--- src/rtl/ovf_trap_pkg.sv ---
package ovf_trap_pkg;
  // Source selected for the next fetch address
  typedef enum logic [1:0] {
    PC_SEQ  = 2'd0,
    PC_TRAP = 2'd1,
    PC_RET  = 2'd2
  } pc_src_e;
endpackage

--- src/rtl/ovf_adder.sv ---
module ovf_adder #(
  parameter int XLEN = 32
) (
  input  logic [XLEN-1:0] a,
  input  logic [XLEN-1:0] b,
  output logic [XLEN-1:0] result,
  output logic            ovf
);
  localparam int MSB = XLEN - 1;

  logic [XLEN:0] wide;   // top bit is the carry out, unused for overflow
  logic          same_sign;
  logic          flipped;

  always_comb begin
    wide      = {1'b0, a} + {1'b0, b};
    result    = wide[MSB:0];
    same_sign = (a[MSB] == b[MSB]);
    flipped   = (result[MSB] != a[MSB]);
    ovf       = same_sign && flipped;
  end

  logic unused_carry;
  assign unused_carry = wide[XLEN];
endmodule

--- src/rtl/pc_redirect.sv ---
module pc_redirect
  import ovf_trap_pkg::*;
#(
  parameter int          XLEN     = 32,
  parameter logic [31:0] TRAP_VEC = 32'h8000_0180,
  parameter int          STEP     = 4
) (
  input  logic            trap,
  input  logic            eret_req,
  input  logic [XLEN-1:0] inst_addr,
  input  logic [XLEN-1:0] eret_target,
  output logic [XLEN-1:0] next_pc
);
  localparam logic [XLEN-1:0] VEC  = XLEN'(TRAP_VEC);
  localparam logic [XLEN-1:0] INCR = XLEN'(STEP);

  pc_src_e src;

  // The trap outranks the return request
  always_comb begin
    if (trap)          src = PC_TRAP;
    else if (eret_req) src = PC_RET;
    else               src = PC_SEQ;
  end

  always_comb begin
    unique case (src)
      PC_TRAP: next_pc = VEC;
      PC_RET:  next_pc = eret_target;
      default: next_pc = inst_addr + INCR;
    endcase
  end
endmodule

--- src/rtl/epc_reg.sv ---
module epc_reg #(
  parameter int XLEN = 32
) (
  input  logic            clk,
  input  logic            rst_n,
  input  logic            capture,
  input  logic [XLEN-1:0] fault_addr,
  output logic [XLEN-1:0] epc_q
);
  always_ff @(posedge clk or negedge rst_n) begin
    if (!rst_n)       epc_q <= '0;
    else if (capture) epc_q <= fault_addr;
  end
endmodule

--- src/rtl/ovf_trap_unit.sv ---
module ovf_trap_unit #(
  parameter int          XLEN     = 32,
  parameter logic [31:0] TRAP_VEC = 32'h8000_0180,
  parameter int          STEP     = 4
) (
  input  logic            clk,
  input  logic            rst_n,
  input  logic [XLEN-1:0] op_a,
  input  logic [XLEN-1:0] op_b,
  input  logic            add_valid,
  input  logic            trap_en,
  input  logic [XLEN-1:0] inst_addr,
  input  logic            eret_req,
  input  logic [XLEN-1:0] eret_target,
  output logic [XLEN-1:0] sum,
  output logic            wr_en,
  output logic [XLEN-1:0] next_pc,
  output logic [XLEN-1:0] epc
);
  logic ovf;
  logic trap;

  ovf_adder #(.XLEN(XLEN)) u_add (
    .a      (op_a),
    .b      (op_b),
    .result (sum),
    .ovf    (ovf)
  );

  // Only a valid trapping add may trap
  assign trap  = add_valid && trap_en && ovf;
  assign wr_en = add_valid && !trap;

  pc_redirect #(.XLEN(XLEN), .TRAP_VEC(TRAP_VEC), .STEP(STEP)) u_pc (
    .trap        (trap),
    .eret_req    (eret_req),
    .inst_addr   (inst_addr),
    .eret_target (eret_target),
    .next_pc     (next_pc)
  );

  epc_reg #(.XLEN(XLEN)) u_epc (
    .clk        (clk),
    .rst_n      (rst_n),
    .capture    (trap),
    .fault_addr (inst_addr),
    .epc_q      (epc)
  );
endmodule

--- config.mk ---
export PLATFORM = sky130hd
export DESIGN_NAME = ovf_trap_unit
export DESIGN_NICKNAME = d
export VERILOG_FILES = /design/src/rtl/ovf_trap_pkg.sv /design/src/rtl/ovf_adder.sv /design/src/rtl/pc_redirect.sv /design/src/rtl/epc_reg.sv /design/src/rtl/ovf_trap_unit.sv
export SDC_FILE = /design/constraint.sdc
export NUM_CORES = 1
export LEC_CHECK = 0
export ABC_AREA = 1
export BUFFER_PORTS_ARGS = -buffer_cell sky130_fd_sc_hd__buf_2
export CAP_MARGIN = 15
export CORE_MARGIN = 2
export CORE_UTILIZATION = 30
export CTS_CLUSTER_DIAMETER = 80
export CTS_CLUSTER_SIZE = 14
export DETAILED_ROUTE_END_ITERATION = 8
export GPL_ROUTABILITY_DRIVEN = 0
export SLEW_MARGIN = 15
export SYNTH_ARGS = -nofsm -noshare
export SYNTH_HDL_FRONTEND = slang
export SYNTH_SLANG_ARGS = --single-unit
--- constraint.sdc ---
create_clock -name clk -period 2.5 [get_ports clk]
set_clock_uncertainty 0.2 [all_clocks]
set_input_delay 0.375 -clock clk [delete_from_list [all_inputs] [get_ports clk]]
set_output_delay 0.375 -clock clk [all_outputs]
set_load 0.01 [all_outputs]
# After elaboration in Yosys (flattened, before gate mapping)
# Index checks and enable logic that the tools add are counted.
# totals
reg_bits,32
input_bits,133
output_inout_bits,97
# op_classes
addsub,2
eq_ne,4
muxes,3
n_reduce_logical,5
# ops
cell,count
$pmux W32 S2,1
$add A32 B3 Y32 const B,1
$add A32 B32 Y32,1
$logic_and A1 B1 Y1,4
$mux W2,2
$eq A2 B1 Y1 const B,1
$eq A2 B2 Y1 const B,1
$eq A1 B1 Y1,1
$logic_not A1 Y1,1
$ne A1 B1 Y1,1

# Longest topological paths before layout
# Gate-level depths: netlist of run 1.
# logic_depth
word_depth,7
mapped_depth,15
depth_no_buf,14

# Modules after synthesis
# A second synthesis of run 1 with hierarchy kept.
# unflattened
hier_cells,899
area_unflattened_um2,4968.5
# by_module_without_submodules
mod,instances,cells_per_inst,area_each_um2,seq_area_each_um2
ovf_adder,1,497,2471.1,0.0
epc_reg,1,136,1292.5,800.8
pc_redirect,1,262,1188.6,0.0
ovf_trap_unit,1,4,16.3,0.0

# Worst setup path after synthesis of run 1
# Ideal clock, no wire load.
# synth_path
path_kind,input to output
startpoint,in op_a[10]
endpoint,out next_pc[17]
arrival_ns,1.960
required_time_ns,1.925
path_slack_ns,-0.035
path_stages,14
path_cell_list,ha_1 -> nand2_1 -> inv_2 -> nand2_1 -> nand2_1 -> a21oi_1 -> nand2_2 -> nand2_1 -> nand3_1 -> nand3_4 -> buf_12 -> buf_12 -> nand3_2 -> nand2_1
# synth_between
elab_chain_len,7
word_cells_on_any_way,8
cone_classes,1 x add/sub; 3 x eq/ne; 2 x mux; 2 x reduce/logical
# synth_lines
item,line_no,source
from (decl),ovf_trap_unit.sv:8,"input logic [XLEN-1:0] op_a,"
$add A32 B32 Y32 (*),ovf_adder.sv:16,"wide = {1'b0, a} + {1'b0, b};"
$ne A1 B1 Y1 (*),ovf_adder.sv:19,flipped = (result[MSB] != a[MSB]);
$logic_and A1 B1 Y1 (*),ovf_adder.sv:20,ovf = same_sign && flipped;
$logic_and A1 B1 Y1 (*),ovf_trap_unit.sv:31,assign trap = add_valid && trap_en && ovf;
$mux W2 (*),pc_redirect.sv:21,if (trap) src = PC_TRAP;
$eq A2 B2 Y1 / $eq A2 B1 Y1 (equally long branches),pc_redirect.sv:27,unique case (src)
$pmux W32 S2 (*),pc_redirect.sv:27,
to (decl),ovf_trap_unit.sv:17,"output logic [XLEN-1:0] next_pc,"
# Every way passes the cells marked *; elsewhere a longest branch is shown, timed or not.

# Worst setup path in the final report of run 1
# layout_path
startpoint,in op_a[8]
endpoint,out next_pc[20]
# The elaborated chain is that of the path after synthesis.

==> flow_summary.yaml, run 1 <==
grt:
  largest_net_degree_at_the_start_of_global_routing: 33
  grt_antenna_before_repair: 3
  grt_pass1_vias: 6402
  grt_first_pass_wirelength_um: 30800
  gr-total-overflow: 0
  groute.usage.overall: 0.217
pwr:
  clockPowerShare: 0.177
  p_comb_frac: 0.623
  power_leakage_uw: 0.00475
  netSwitchingPower_uw: 1610
  cell_internal_pwr_uw: 2360
  power.switching_fraction: 0.406
  power.ir.vdd_worst_mv: 0.257
  power_frac_seq: 0.200
  power_density_nw_per_um2: 422
floorplanning:
  die_h_um: 132
  num_rows: 46
  floorplan.die_area_um2: 17400
  io_pins: 230
  start_util: 0.307
  core_region_area_um2: 15900
  die-width_um: 132
synth:
  synth_top_cells_by_area: "sky130_fd_sc_hd__dfrtp_1 16%, sky130_fd_sc_hd__nand2_1 13%, sky130_fd_sc_hd__xor2_1 8.4%, sky130_fd_sc_hd__ha_1 8.2%, sky130_fd_sc_hd__nand3_2 6.1%"
  seq_area_frac_synth: 0.163
  postSynthCellCount: 704
  synth_commonest_cells: "169 x sky130_fd_sc_hd__nand2_1, 79 x sky130_fd_sc_hd__inv_1, 58 x sky130_fd_sc_hd__nand3_1, 47 x sky130_fd_sc_hd__xor2_1, 44 x sky130_fd_sc_hd__nor2_1"
  synth_top_area_cell: "sky130_fd_sc_hd__dfrtp_1"
  synth_async_sr_flop_share: 1.00
  synth_top_cell_area_share: 0.163
  syn-num-nets: 870
  synth-edff-count: 0
  synth_ff_type: "sky130_fd_sc_hd__dfrtp_1"
  synth_area_um2: 4900
  synthDistinctLibCells: 42
  postSynthAreaPerCell_um2: 6.96
  ys_ff_latch: 32
  synthMostInstantiatedCell: "sky130_fd_sc_hd__nand2_1"
  yosysWarningCount: 0
sta:
  grt_setup_unrepaired: "yes"
  final_period_utilization: 1.12
  timing_max_transition_violations_final: 0
  finalSetupViolations: 50
  maxSlewHeadroom: 0.488
  finalHoldViolations: 0
  final.min_clock_period_ns: 2.80
  max_slew.worst_pin.slew_ns: 0.767
  fmax_mhz: 357
  final.setup.worst_slack_ns: -0.301
cells_and_area:
  fin_area_um2: 9400
  largest_reg_flops: 32
  layout-drive-gt1-share: 0.643
  final_core_utilization: 0.589
  reg_top3: "u_epc.epc_q: 32 flops"
  reg_with_most_ffs: "u_epc.epc_q"
  syn2layout_area_growth_pct: 91.7
  layout.nets: 1274
  fillers: 1366
setup_path:
  required_ns: 1.92
  timing.critical_path.arrival_ns: 2.23
  crit-reg2reg-launch: "u_epc.epc_q[24]"
  end_kind: "output port"
  worst-path-max-fanout: 11
  setup.worst_path.class: "in -> out"
  start_kind: "input pin"
  cp_launch_point: "op_a[8]"
placed_design:
  dp.final_hpwl_um: 14900
  port_buffers: 229
  placement.cell_area_um2: 7230
  pre_cts_ws_ns: -0.429
flow_run:
  max_cap_violations: 0
drt:
  drt-pass1-iter-count: 4
  route.detailed.drc: 0
  detail_route.iter0.violations: 322
  route.antenna.remaining_nets: 0
  drt-vias-per-instance: 4.79
  avgRoutedWirePerCell_um: 15.6
  vias: 6351
  finalWirelength_um: 20700
hold_path:
  timing.hold.worst.start: "inst_addr[1]"
  min-delay-path-class: "in -> reg"
clock_tree:
  cts_htree_levels: 2
  numCtsBuffers: 5
  clock_tree.root_cell: "sky130_fd_sc_hd__clkbuf_16"
  clock_latency_ns: 0.28
  worst_setup_hold_path_clk_slew_ns: 0.05
  cts_tree: "yes"
  ctsLongestPathBuffers: 2
  clock_sinks: 32
status:
  violations: "setup timing"
  status: "finished, violations left"
==> kinds of logic after synthesis <==
kind of cell,after synthesis,synth area share
adders and majority gates,33,0.0858
buffers and inverters,107,0.116
xor gates and xnor gates,54,0.0965
DFF,32,0.163
AOI/OAI and AO/OA,98,0.133
and+or+nand+nor,380,0.405
==> worst max-delay path, cell delays in order <==
cell                      delay (ns)
sky130_fd_sc_hd__buf_2          0.12
sky130_fd_sc_hd__ha_4           0.26
sky130_fd_sc_hd__nand2_2        0.09
sky130_fd_sc_hd__nand2_1        0.08
sky130_fd_sc_hd__nand2_1        0.09
sky130_fd_sc_hd__nand2_1        0.07
sky130_fd_sc_hd__a21oi_2        0.14
sky130_fd_sc_hd__nand2_2        0.08
sky130_fd_sc_hd__nand2_2        0.07
sky130_fd_sc_hd__nand2_2        0.06
sky130_fd_sc_hd__nand2_2        0.07
sky130_fd_sc_hd__nand3_4        0.11
sky130_fd_sc_hd__buf_12         0.18
sky130_fd_sc_hd__buf_16         0.15
sky130_fd_sc_hd__nand3_1        0.08
sky130_fd_sc_hd__nand2_1        0.07
sky130_fd_sc_hd__buf_2          0.14
==> final timing paths <==
path / endpoint / slack (ns) / depth (start not counted)
hold / removal: u_epc.epc_q[1] / 0.16 / 3
setup reg to reg: u_epc.epc_q[24] / 1.65 / 2
setup / recovery: next_pc[20] / -0.30 / 17
hold reg to reg: u_epc.epc_q[10] / 0.29 / 2
min in group asynchronous: u_epc.epc_q[29] / 0.50 / 2
max in group asynchronous: u_epc.epc_q[0] / 1.11 / 2
==> power groups by stage <==
stage	clock network, µW	logic [µW]	registers (µW)
5_1_grt	739	2650	812
3_3_place_gp	0	1860	793
3_5_place_dp	0	1880	799
2_1_floorplan	0	964	868
4_1_cts	713	2200	793
6_report	701	2470	794
==> what timing repair did <==
action | CTS | global route
buffers inserted | 41 | 16
endpoints found under the setup margin | 57 | 85
endpoints found under the hold margin | 32 | 0
pin swaps | 65 | 82
gates cloned | 5 | 2
resized for setup | 156 | 151
hold buffers | 1 | 0
==> per-layer routing <==
metal,part of all wire,GRT usage
met1,0.39,0.249
met2,0.52,0.404
met3,0.058,0.0373
met4,0.026,0.0737
met5,0.00063,0
==> placed cells by master, fill, tap and decap left out, types with 7 or more instances in the layout <==
master / Yosys / final
sky130_fd_sc_hd__nor3_1: 24 / 20
sky130_fd_sc_hd__o21ai_2: 32 / 38
sky130_fd_sc_hd__inv_2: 7 / 8
sky130_fd_sc_hd__xor2_1: 47 / 41
sky130_fd_sc_hd__ha_4: 0 / 31
sky130_fd_sc_hd__clkbuf_16: 0 / 7
sky130_fd_sc_hd__buf_6: 4 / 46
sky130_fd_sc_hd__nand3_2: 30 / 38
sky130_fd_sc_hd__nand2_2: 14 / 57
sky130_fd_sc_hd__nand3_1: 58 / 39
sky130_fd_sc_hd__buf_2: 3 / 193
sky130_fd_sc_hd__a21oi_4: 0 / 7
sky130_fd_sc_hd__nand4_1: 9 / 9
sky130_fd_sc_hd__nor2_2: 1 / 10
sky130_fd_sc_hd__nor2_4: 1 / 8
sky130_fd_sc_hd__nand2_4: 20 / 39
sky130_fd_sc_hd__buf_4: 3 / 160
sky130_fd_sc_hd__dfrtp_1: 32 / 32
sky130_fd_sc_hd__nor2_1: 44 / 28
sky130_fd_sc_hd__a21oi_2: 2 / 16
sky130_fd_sc_hd__nand2_1: 169 / 107
sky130_fd_sc_hd__a21oi_1: 34 / 13
sky130_fd_sc_hd__nand3_4: 1 / 12
sky130_fd_sc_hd__inv_1: 79 / 77
==> final cells by class <==
type	count	area, µm²	share of cell area
Inverter	87	329	0.0350
Multi-Input combinational cell	565	4770	0.508
Sequential cell	32	801	0.0852
Clock buffer	6	129	0.0137
Antenna cell	2	5.00	0.000533
Clock inverter	2	35.0	0.00373
Tap cell	216	270	0.0288
Timing Repair Buffer	417	3060	0.325
==> per-stage QoR <==
| step | setup TNS (ns) | cells | power [µW] | hold slack (ns) |
|---|---|---|---|---|
| after floorplan | 0 | 704 | 1830 | -0.121 |
| after global placement | -19.71 | 1261 | 2660 | 0.262 |
| after detailed placement | -20.75 | 1261 | 2680 | 0.268 |
| after CTS | -10.38 | 1313 | 3710 | 0.155 |
| after global routing | -14.62 | 1326 | 4200 | 0.157 |
| final | -9.49 | 1327 | 3970 | 0.157 |
No activity file was read; power rests on OpenSTA's default activity.
==> run 2: changes to the inputs <==
--- a/config.mk
+++ b/config.mk
@@ -14,7 +14,9 @@
 export CTS_CLUSTER_SIZE = 14
 export DETAILED_ROUTE_END_ITERATION = 8
 export GPL_ROUTABILITY_DRIVEN = 0
+export SKIP_CTS_REPAIR_TIMING = 1
 export SLEW_MARGIN = 15
 export SYNTH_ARGS = -nofsm -noshare
 export SYNTH_HDL_FRONTEND = slang
+export SYNTH_HIERARCHICAL = 1
 export SYNTH_SLANG_ARGS = --single-unit
==> run 2 against run 1 <==
The run still ends with setup timing left; cell area shrank 9.0%; fmax shrank 7.4%; synthesized area grew 1.4%; final cell count grew 9.1%; global-route usage shrank 1.6 points; sequential cell count is the same; synthesized cell count grew 28%; clock power grew 6.7%; count of clock-buffer cells in the layout grew 1; worst hold slack lost 0.032 ns; highest routed layer is now met4.
==> flow_summary.yaml, run 2 <==
placed_design:
  placement.cell_area_um2: 7350
  port_buffers: 229
  dp.final_hpwl_um: 15700
floorplanning:
  die-width_um: 133
  start_util: 0.303
  num_rows: 47
  floorplan.die_area_um2: 17600
  io_pins: 230
  die_h_um: 133
  core_region_area_um2: 16400
flow_run:
  max_cap_violations: 0
sta:
  finalSetupViolations: 39
  fmax_mhz: 330
  final_period_utilization: 1.21
  finalHoldViolations: 0
  max_slew.worst_pin.slew_ns: 0.727
  timing_max_transition_violations_final: 0
  grt_setup_unrepaired: "yes"
  maxSlewHeadroom: 0.515
  final.setup.worst_slack_ns: -0.526
  hold-worst-slack_ns: 0.125
  final.min_clock_period_ns: 3.03
cells_and_area:
  reg_with_most_ffs: "u_epc/epc_q"
  antenna_cells_inserted: 0
  layout.cells.most_common_list: "322 x sky130_fd_sc_hd__nand2_1, 206 x sky130_fd_sc_hd__buf_2, 125 x sky130_fd_sc_hd__inv_1"
  fin_area_um2: 8550
  largest_reg_flops: 32
  layout_commonest_cell: "sky130_fd_sc_hd__nand2_1"
  reg_top3: "u_epc/epc_q: 32 flops"
  layout.nets: 1393
  multiInputGateArea_um2: 4530
  layout-drive-gt1-share: 0.494
  syn2layout_area_growth_pct: 72.2
  register_area_um2: 801
  fillers: 1637
setup_path:
  setup.worst_path.class: "in -> out"
  r2r-end: "u_epc/epc_q[7]"
  timing.critical_path.arrival_ns: 2.45
  setup.reg_to_reg.worst_slack_ns: 1.68
  required_ns: 1.92
  end_kind: "output port"
  crit-reg2reg-launch: "u_epc/epc_q[7]"
  worst-path-max-fanout: 4
  reg2reg_depth: 2
  start_kind: "input pin"
pwr:
  netSwitchingPower_uw: 1410
  power.ir.vdd_worst_mv: 0.402
  power.switching_fraction: 0.399
  power_frac_seq: 0.210
  cell_internal_pwr_uw: 2120
  clockPowerShare: 0.212
  power_density_nw_per_um2: 412
  power_leakage_uw: 0.00488
  p_comb_frac: 0.578
clock_tree:
  clock_tree.root_cell: "sky130_fd_sc_hd__clkbuf_16"
  worst_setup_hold_path_clk_slew_ns: 0.05
  cts_tree: "yes"
  numCtsBuffers: 5
  clock_latency_ns: 0.28
  ctsLongestPathBuffers: 2
  cts_htree_levels: 2
  clock_sinks: 32
drt:
  detail_route.iter0.violations: 374
  avgRoutedWirePerCell_um: 13.4
  finalWirelength_um: 19400
  drt-pass1-iter-count: 4
  vias: 6513
  drt-vias-per-instance: 4.50
  route.antenna.remaining_nets: 0
  route.detailed.drc: 0
synth:
  adder_cell_fraction_of_synth_area: 0.0846
  synth-edff-count: 0
  postSynthAreaPerCell_um2: 5.53
  synth_commonest_cells: "425 x sky130_fd_sc_hd__nand2_1, 134 x sky130_fd_sc_hd__inv_1, 65 x sky130_fd_sc_hd__nor2_1, 44 x sky130_fd_sc_hd__nand3_1, 34 x sky130_fd_sc_hd__nand2_2"
  postSynthCellCount: 899
  dominant_combinational_cell_family_by_area_after_synthesis: "simple AND/OR/NAND/NOR gates"
  synth_ff_type: "sky130_fd_sc_hd__dfrtp_1"
  seq_area_frac_synth: 0.161
  synth_area_um2: 4970
  syn-num-nets: 1065
  ys_ff_latch: 32
  synthMostInstantiatedCell: "sky130_fd_sc_hd__nand2_1"
  simple_logic_cell_fraction_of_the_synthesized_area: 0.521
  synth-compound-area-share: 0.0559
  synthXorXnorAreaFrac: 0.0423
  synth_async_sr_flop_share: 1.00
  post_synthesis_mux_area_share: 0
  synthDistinctLibCells: 33
  synth_top_area_cell: "sky130_fd_sc_hd__nand2_1"
  synth_top_cells_by_area: "sky130_fd_sc_hd__nand2_1 32%, sky130_fd_sc_hd__dfrtp_1 16%, sky130_fd_sc_hd__inv_1 10%, sky130_fd_sc_hd__ha_1 8.1%, sky130_fd_sc_hd__nor2_1 4.9%"
  synth_top_cell_area_share: 0.321
  yosysWarningCount: 6
hold_path:
  timing.hold.worst.start: "inst_addr[1]"
  min_delay_path_depth: 3
  timing.hold.worst_endpoint: "u_epc/epc_q[1]"
  min-delay-path-class: "in -> reg"
grt:
  groute.usage.overall: 0.201
  grt_antenna_before_repair: 0
  largest_net_degree_at_the_start_of_global_routing: 33
  grt_first_pass_wirelength_um: 28800
  grt_pass1_vias: 6086
  gr-total-overflow: 0
status:
  status: "finished, violations left"
  violations: "setup timing"
==> run 2: cell count changes after synthesis, moves of 6 or more <==
cell	previous run	this run
sky130_fd_sc_hd__nand2_1	169	425
sky130_fd_sc_hd__inv_1	79	134
sky130_fd_sc_hd__o21ai_2	32	0
sky130_fd_sc_hd__nand3_2	30	5
sky130_fd_sc_hd__nor3_1	24	0
sky130_fd_sc_hd__xor2_1	47	23
sky130_fd_sc_hd__nor2_1	44	65
sky130_fd_sc_hd__nand2_2	14	34
sky130_fd_sc_hd__nand2_4	20	2
sky130_fd_sc_hd__nand3_1	58	44
sky130_fd_sc_hd__nor2_2	1	14
sky130_fd_sc_hd__a21oi_1	34	25
sky130_fd_sc_hd__xnor2_1	7	1
==> run 2: metrics by stage <==
step                      worst slack [ns]  cells  setup TNS (ns)  power [µW]   util
after global routing                -0.666   1448          -20.35        3780  0.521
after CTS                           -0.663   1420          -23.42        3270  0.459
after global placement              -0.633   1412          -31.32        2490  0.448
final                               -0.526   1448          -14.77        3530  0.521
after floorplan                     -0.199    899           -5.33        1710      -
after detailed placement            -0.646   1412          -32.19        2510  0.448
==> run 2: routing by layer <==
metal	share of wire	wire length, µm	vias to the layer above	track usage
met4	0.019	367	0	0.0562
met1	0.39	7550	2906	0.232
met3	0.060	1160	26	0.0257
li1	-	-	3372	-
met5	0	0	-	0
met2	0.53	10300	209	0.385
==> run 2: worst max path at each step <==
| stage | start | to | slack, ns |
|---|---|---|---|
| 3_3_place_gp | op_a[30] | next_pc[11] | -0.63 |
| 2_1_floorplan | op_b[8] | next_pc[0] | -0.20 |
| 4_1_cts | op_a[30] | next_pc[11] | -0.66 |
| 5_1_grt | op_a[18] | next_pc[12] | -0.67 |
| 3_5_place_dp | op_a[18] | next_pc[11] | -0.65 |
| 6_report | op_b[17] | next_pc[6] | -0.53 |
==> run 2: power groups by stage <==
| stage | Sequential (µW) | Clock [µW] | Combinational (µW) |
|---|---|---|---|
| 6_report | 739 | 748 | 2040 |
| 3_3_place_gp | 743 | 0 | 1750 |
| 4_1_cts | 740 | 759 | 1770 |
| 5_1_grt | 759 | 782 | 2240 |
| 2_1_floorplan | 821 | 0 | 887 |
| 3_5_place_dp | 747 | 0 | 1760 |
==> run 2: final cells by class <==
cell class,instances,share of cell area
Multi-Input combinational cell,711,0.530
Timing Repair Buffer,333,0.258
Sequential cell,32,0.0936
Inverter,143,0.0648
Tap cell,220,0.0322
Clock buffer,7,0.0178
Clock inverter,1,0.00351
Timing Repair inverter,1,0.000731
==> run 2: critical path, stage by stage <==
cell and delay (ns):
sky130_fd_sc_hd__buf_2 0.12, sky130_fd_sc_hd__ha_4 0.25, sky130_fd_sc_hd__nand2_4 0.08, sky130_fd_sc_hd__inv_2 0.04, sky130_fd_sc_hd__nand2_2 0.05, sky130_fd_sc_hd__nand2_2 0.07, sky130_fd_sc_hd__nand2_2 0.06, sky130_fd_sc_hd__nand2_2 0.08
sky130_fd_sc_hd__a21oi_4 0.16, sky130_fd_sc_hd__nand2_2 0.07, sky130_fd_sc_hd__nand2_2 0.06, sky130_fd_sc_hd__nand2_2 0.06, sky130_fd_sc_hd__nand2_2 0.08, sky130_fd_sc_hd__nor2_4 0.04, sky130_fd_sc_hd__or2_4 0.30, sky130_fd_sc_hd__buf_4 0.17
sky130_fd_sc_hd__a21oi_1 0.10, sky130_fd_sc_hd__o21ai_1 0.08, sky130_fd_sc_hd__nand2_1 0.07, sky130_fd_sc_hd__buf_4 0.12
==> run 2: logic make-up (layout without fill, tap and decap cells) <==
logic type	after synthesis	count (layout)
simple gates	606	606
flops	32	32
buf+inv	156	485
xor+xnor	24	24
compound gates	48	48
fa+ha+maj	33	33
